File: src/rtl/mcg_pkg.sv
package mcg_pkg;

    typedef enum logic [1:0] {
        CAP_IDLE  = 2'd0,
        CAP_CLEAN = 2'd1,
        CAP_EARLY = 2'd2
    } cap_verdict_e;

    // Bits needed to hold the saturating limit n-1 (at least one bit).
    function automatic int unsigned cnt_width(input int unsigned n);
        return (n > 2) ? $clog2(n) : 1;
    endfunction

endpackage

File: src/rtl/mcg_settle_timer.sv
module mcg_settle_timer
    import mcg_pkg::*;
#(
    parameter int unsigned CYCLES = 2
) (
    input  logic         clk,
    input  logic         rst,
    input  logic         load,
    input  logic         cap,
    output cap_verdict_e verdict
);

    localparam int unsigned     CNT_W = cnt_width(CYCLES);
    localparam logic [CNT_W-1:0] LIMIT = CNT_W'(CYCLES - 1);

    typedef struct packed {
        logic [CNT_W-1:0] cnt;
    } timer_s;

    timer_s st_d, st_q;
    logic   settled;

    always_comb begin
        st_d    = st_q;
        settled = (st_q.cnt == LIMIT) && !load;
        if (load) begin
            st_d.cnt = '0;
        end else if (st_q.cnt != LIMIT) begin
            st_d.cnt = st_q.cnt + 1'b1;
        end
        if (!cap) begin
            verdict = CAP_IDLE;
        end else if (settled) begin
            verdict = CAP_CLEAN;
        end else begin
            verdict = CAP_EARLY;
        end
    end

    always_ff @(posedge clk) begin
        if (rst) begin
            st_q.cnt <= LIMIT;
        end else begin
            st_q <= st_d;
        end
    end

    AST_CNT_NO_WRAP: assert property (@(posedge clk) disable iff (rst)
        st_q.cnt <= LIMIT);
    AST_SAME_EDGE_EARLY: assert property (@(posedge clk) disable iff (rst)
        (load && cap) |-> verdict == CAP_EARLY);
    AST_LOAD_RESTARTS: assert property (@(posedge clk) disable iff (rst)
        load |=> !cap || verdict == CAP_EARLY || CYCLES < 2);

    generate
        if (CYCLES >= 2) begin : g_two_plus
            AST_EARLY_AFTER_LOAD: assert property (@(posedge clk) disable iff (rst)
                ($past(load) && !$past(rst) && cap) |-> verdict == CAP_EARLY);
        end
    endgenerate

endmodule

File: src/rtl/mcg_capture_reg.sv
module mcg_capture_reg
    import mcg_pkg::*;
#(
    parameter int unsigned       DATA_W      = 16,
    parameter bit                POISON_EN   = 1'b1,
    parameter logic [DATA_W-1:0] POISON_FILL = '1
) (
    input  logic              clk,
    input  logic              rst,
    input  cap_verdict_e      verdict,
    input  logic [DATA_W-1:0] din,
    output logic [DATA_W-1:0] dout,
    output logic              poison,
    output logic              viol
);

    typedef struct packed {
        logic [DATA_W-1:0] data;
        logic              poison;
        logic              viol;
    } cap_s;

    cap_s st_d, st_q;

    always_comb begin
        st_d      = st_q;
        st_d.viol = 1'b0;
        case (verdict)
            CAP_CLEAN: begin
                st_d.data   = din;
                st_d.poison = 1'b0;
            end
            CAP_EARLY: begin
                st_d.viol   = 1'b1;
                st_d.data   = POISON_EN ? POISON_FILL : din;
                st_d.poison = POISON_EN;
            end
            default: ;
        endcase
    end

    always_ff @(posedge clk) begin
        if (rst) begin
            st_q <= '0;
        end else begin
            st_q <= st_d;
        end
    end

    assign dout   = st_q.data;
    assign poison = st_q.poison;
    assign viol   = st_q.viol;

    AST_HOLD_NO_CAP: assert property (@(posedge clk) disable iff (rst)
        (verdict == CAP_IDLE) |=> $stable(dout) && $stable(poison));
    AST_VIOL_FROM_EARLY: assert property (@(posedge clk) disable iff (rst)
        viol |-> $past(verdict == CAP_EARLY));
    AST_CLEAN_CLEARS: assert property (@(posedge clk) disable iff (rst)
        (verdict == CAP_CLEAN) |=> !poison && dout == $past(din));
    AST_PULSE_ONE: assert property (@(posedge clk) disable iff (rst)
        (verdict != CAP_EARLY) |=> !viol);

endmodule

File: src/rtl/mcg_first_flag.sv
module mcg_first_flag #(
    parameter int unsigned N    = 3,
    parameter int unsigned ID_W = 2
) (
    input  logic [N-1:0]    vec,
    output logic            any,
    output logic [ID_W-1:0] id
);

    always_comb begin
        any = |vec;
        id  = '0;
        for (int i = N - 1; i >= 0; i--) begin
            if (vec[i]) id = ID_W'(i);
        end
    end

endmodule

File: src/rtl/mcg_guard_top.sv
module mcg_guard_top
    import mcg_pkg::*;
#(
    parameter int unsigned       NUM_PATHS               = 3,
    parameter int unsigned       DATA_W                  = 16,
    parameter int unsigned       PATH_CYCLES [NUM_PATHS] = '{2, 5, 100},
    parameter logic [NUM_PATHS-1:0] POISON_MASK          = 3'b011,
    parameter logic [DATA_W-1:0] POISON_FILL             = '1,
    localparam int unsigned      ID_W = (NUM_PATHS > 1) ? $clog2(NUM_PATHS) : 1
) (
    input  logic                          clk,
    input  logic                          rst,
    input  logic [NUM_PATHS-1:0]          src_load,
    input  logic [NUM_PATHS-1:0]          dst_cap,
    input  logic [NUM_PATHS*DATA_W-1:0]   src_data,
    output logic [NUM_PATHS*DATA_W-1:0]   dst_data,
    output logic [NUM_PATHS-1:0]          dst_poison,
    output logic [NUM_PATHS-1:0]          viol_pulse,
    output logic                          viol_any,
    output logic [ID_W-1:0]               viol_id
);

    cap_verdict_e verdict [NUM_PATHS];

    generate
        for (genvar g = 0; g < NUM_PATHS; g++) begin : g_path
            mcg_settle_timer #(
                .CYCLES (PATH_CYCLES[g])
            ) u_timer (
                .clk     (clk),
                .rst     (rst),
                .load    (src_load[g]),
                .cap     (dst_cap[g]),
                .verdict (verdict[g])
            );

            mcg_capture_reg #(
                .DATA_W      (DATA_W),
                .POISON_EN   (POISON_MASK[g]),
                .POISON_FILL (POISON_FILL)
            ) u_cap (
                .clk     (clk),
                .rst     (rst),
                .verdict (verdict[g]),
                .din     (src_data[g*DATA_W +: DATA_W]),
                .dout    (dst_data[g*DATA_W +: DATA_W]),
                .poison  (dst_poison[g]),
                .viol    (viol_pulse[g])
            );
        end
    endgenerate

    mcg_first_flag #(
        .N    (NUM_PATHS),
        .ID_W (ID_W)
    ) u_first (
        .vec (viol_pulse),
        .any (viol_any),
        .id  (viol_id)
    );

    AST_ID_POINTS_AT_VIOL: assert property (@(posedge clk) disable iff (rst)
        viol_any |-> viol_pulse[viol_id]);
    AST_ID_LOWEST: assert property (@(posedge clk) disable iff (rst)
        viol_any |-> (viol_pulse & ((NUM_PATHS'(1) << viol_id) - 1'b1)) == '0);
    AST_VIOL_NEEDS_CAP: assert property (@(posedge clk) disable iff (rst)
        (dst_cap == '0) |=> viol_pulse == '0);
    AST_POISON_ONLY_MASK: assert property (@(posedge clk) disable iff (rst)
        (dst_poison & ~POISON_MASK) == '0);

endmodule

File: config.mk
export PLATFORM = sky130hd
export DESIGN_NAME = mcg_guard_top
export DESIGN_NICKNAME = d
export VERILOG_FILES = /design/src/rtl/mcg_pkg.sv /design/src/rtl/mcg_settle_timer.sv /design/src/rtl/mcg_capture_reg.sv /design/src/rtl/mcg_first_flag.sv /design/src/rtl/mcg_guard_top.sv
export SDC_FILE = /design/constraint.sdc
export NUM_CORES = 1
export LEC_CHECK = 0
export BUFFER_PORTS_ARGS = -buffer_cell sky130_fd_sc_hd__buf_2
export CORE_ASPECT_RATIO = 0.8
export CORE_MARGIN = 1
export CORE_UTILIZATION = 46
export DETAILED_ROUTE_END_ITERATION = 10
export PLACE_DENSITY_LB_ADDON = 0.08
export SETUP_SLACK_MARGIN = 0.15
export SLEW_MARGIN = 20
export SYNTH_ARGS = -nofsm -noshare
export SYNTH_HDL_FRONTEND = slang
export SYNTH_SLANG_ARGS = --single-unit
File: constraint.sdc
create_clock -name clk -period 1.6 [get_ports clk]
set_input_delay 0.16 -clock clk [delete_from_list [all_inputs] [get_ports clk]]
set_output_delay 0.16 -clock clk [all_outputs]
set_load 0.05 [all_outputs]
==> summary.md <==
| Metric | Value |
|---|---|
| Min Hold Slack | about 0.031 ns |
| CTS tree | yes |
| Req. time, crit path | around 1.4 ns |
| Post-synthesis compound-gate area fraction | 0.0770 |
| Final cell count without fillers | 449 |
| Met2 WL | 2320 um |
| Final worst path period need | approximately 1.4 ns |
| Switch share | 0.293 |
| Simple-gate share of the synthesized area | 0.253 |
| First-pass GRT wire length | between 8000 and 9000 um |
| Synth Area in Adders | 0.0151 |
| Post-synthesis cell count | 276 |
| Ys Warns | 0 |
| Clock transition at the registers of the reported paths | ~0.07 ns |
| Mux cell area share after synthesis | 0.0685 |
| Flop pwr share | 0.419 |
| Synthesized flop and latch total | 64 |
| Io pins | 113 |
| Area fraction of the dominant cell type after synthesis | 0.516 |
| Clock Latency Late Sink | 0.33 ns |
| Port bufs | 111 |
| Int Pwr | about 3 mW |
| Final setup fails | 0 |
| Die Ht | about 68 um |
| Sw Pwr | around 1.2 mW |
| Gr usage total | 0.195 |
| Die Area | ~0.0057 mm^2 |
| Die width | ~84 um |
| Initial core utilization | 0.488 |
| FILL cells | between 400 and 500 |
| Max VDD drop | roughly 0.00063 V |
| PnR worst setup slack | between 0.2 and 0.25 ns |
| Max Freq | 728 MHz |
| Synth unique cells | 35 |
| Root Driver | clkbuf_8 |
| # rows | 23 |
| Cell Area, Placed | 0.00305 mm^2 |
| Max_cap viols | 0 |
| Wire length on met3 | 455 um |
| Top layer reached by signal wires | met4 |
| Drt pass-1 iters | 9 |
| GP Congestion | around 0.72 |
| Pleak | 1.65 nW |
| Syn nets | approximately 340 |
| RSZ-0062 raised after global routing | no |
| Top_reg_cell synth | dfxtp_1 |
| DP HPWL | around 3700 um |
| Synth area leaders | dfxtp_1 (52%), nor2_1 (13%), mux2i_1 (6.8%) |
| Cell Area, Synth | roughly 0.0025 mm^2 |
| Status | finished with violations |
| Deepest level of the CTS H-tree | 3 |
| Data arrival time of the worst path | about 1.2 ns |
| Layout cells sized above 1 | 0.357 |
| Nets@finish | about 440 |
| Logic pwr share | 0.207 |
| Final hold vios | 0 |
| Ant diodes | 0 |
| DR iter-0 viols | 109 |
| Per-cell routed wire length | ~12 um |
| DRC Markers | 14 |
| Worst setup SP type | register |
| CTS Buffer Depth | 2 |
| Pre-CTS WS | 0.188 ns |
| Skew final | ~0.0057 ns |
| Area leader, netlist | dfxtp_1 |
| Worst-path fanout max | 4 |
| Commonest cells in the netlist | nor2_1 (84), dfxtp_1 (64), nor3_1 (18) |
| Core area | slightly above 0.005 mm^2 |
| Drt via density | 4.79 |
| Via count | about 2,200 |
| Largest net degree at the start of global routing | 34 |
| Final WL | 5320 um |
| Final instance area | approximately 0.0033 mm^2 |
| Setup TNS | 0 ns |
| Async SR Flop Fraction | 0 |
| Most frequent cell after synthesis | nor2_1 |
| Post-DRT Antenna Nets | 0 |
| Sequential share of the synthesized area | 0.516 |
| Combinational family with the most area after synthesis | simple AND/OR/NAND/NOR gates |
| Overflow after GRT | 0 |
| Hold Crit Class | input pin to register |
| Placed cell count | approximately 430 |
| Period utilization | 0.858 |
| Critical path endpoint category | output pin |
| Layout area overhead | 33.4% |
| Register area | roughly 0.0013 mm^2 |
| Vias in the first global route | roughly 1,900 |
| Metal-1 WL | around 2500 um |
| Violated checks | DRC |
| WS Path Type | register to output pin |
| Clock sinks | 64 |
| PD cells | 1280 mW/mm^2 |
| Post-synth EDFFs | 0 |
| Initial antenna violation count | 0 |
| Final Max Slew Viols | 0 |
| TritonCTS buffer count | 9 |
| Clk network pwr share | 0.374 |
| Avg Synthesized Cell Area | about 9 um^2 |
| Area share of xor/xnor cells in the synthesized design | 0.0141 |
| Post-CTS setup buffers | 0 |
| Area occupied by multi-input gates | roughly 0.0011 mm^2 |
## power by group through the flow
stage          registers, mW  logic, mW  clock network (mW)
4_1_cts                 1.77      0.869                1.64
3_5_place_dp            1.81      0.864                   0
6_report                1.78      0.876                1.59
2_1_floorplan           2.11      0.353                   0
3_3_place_gp            1.80      0.857                   0
5_1_grt                 1.79      0.941                1.71
## registers in the layout (all words and copies together) (netlist names)
register and count:
g_path.u_cap.poison 2, g_path.u_cap.viol 3, g_path.u_cap.dout 48, g_path.u_timer.st_q 11
## worst max-delay path, stage by stage, from the launching register on
cell and delay [ns]:
dfxtp_2 0.34, or3_1 0.38, buf_6 0.16
## what timing repair did
item                                    in CTS  in global routing
resized for setup                            0                  8
endpoints found under the setup margin       0                 19
hold buffers                                 1                  0
endpoints found under the hold margin        1                  0
## cell families after synthesis
logic type	Yosys count
mux	17
fa+ha+maj	3
other cells	1
flops	64
buf+inv	26
compound gates	27
simple gates	134
xor+xnor	4
## metrics by stage
step	utilization	total power [mW]
after floorplan	-	2.46
after global placement	0.599	2.66
after detailed placement	0.599	2.67
after CTS	0.647	4.28
after global routing	0.651	4.44
final	0.651	4.24
## cell type report
class                           count  share of cell area
Sequential cell                    64               0.387
Multi-Input combinational cell    186               0.327
Timing Repair Buffer              117               0.188
Clock buffer                       14              0.0521
Tap cell                           62              0.0234
Clock inverter                      2              0.0181
Inverter                            4             0.00453
## placed cells by master (no fill, tap or decap), drive strengths merged, types with 4 or more instances in the layout
master,count
a21oi,4
buf,116
clkbuf,14
dfxtp,64
inv,4
mux2i,17
nand2,6
nand3,4
nor2,84
nor2b,5
nor3,18
o21a,16
## metal layers
metal,up-vias,GRT usage
met2,77,0.308
li1,1118,-
met5,-,0
met3,7,0.0892
met4,0,0.0776
met1,948,0.233
## path summary, 6_finish.rpt
check / from / end / slack, ns / cells past startpoint
worst min register to register: g_path[0].u_cap.poison$_SDFFE_PP0P_ / g_path[0].u_cap.poison$_SDFFE_PP0P_ / 0.45 / 1
worst max register to register: g_path[2].u_timer.st_q[0]$_SDFFE_PP1P_ / g_path[2].u_timer.st_q[6]$_SDFFE_PP1P_ / 0.28 / 4
worst max-delay path: g_path[1].u_cap.viol$_SDFF_PP0_ / viol_any / 0.23 / 2
worst min-delay path: src_data[15] / g_path[0].u_cap.dout[15]$_SDFFE_PP0P_ / 0.03 / 2
No activity file was read; power rests on OpenSTA's default activity.
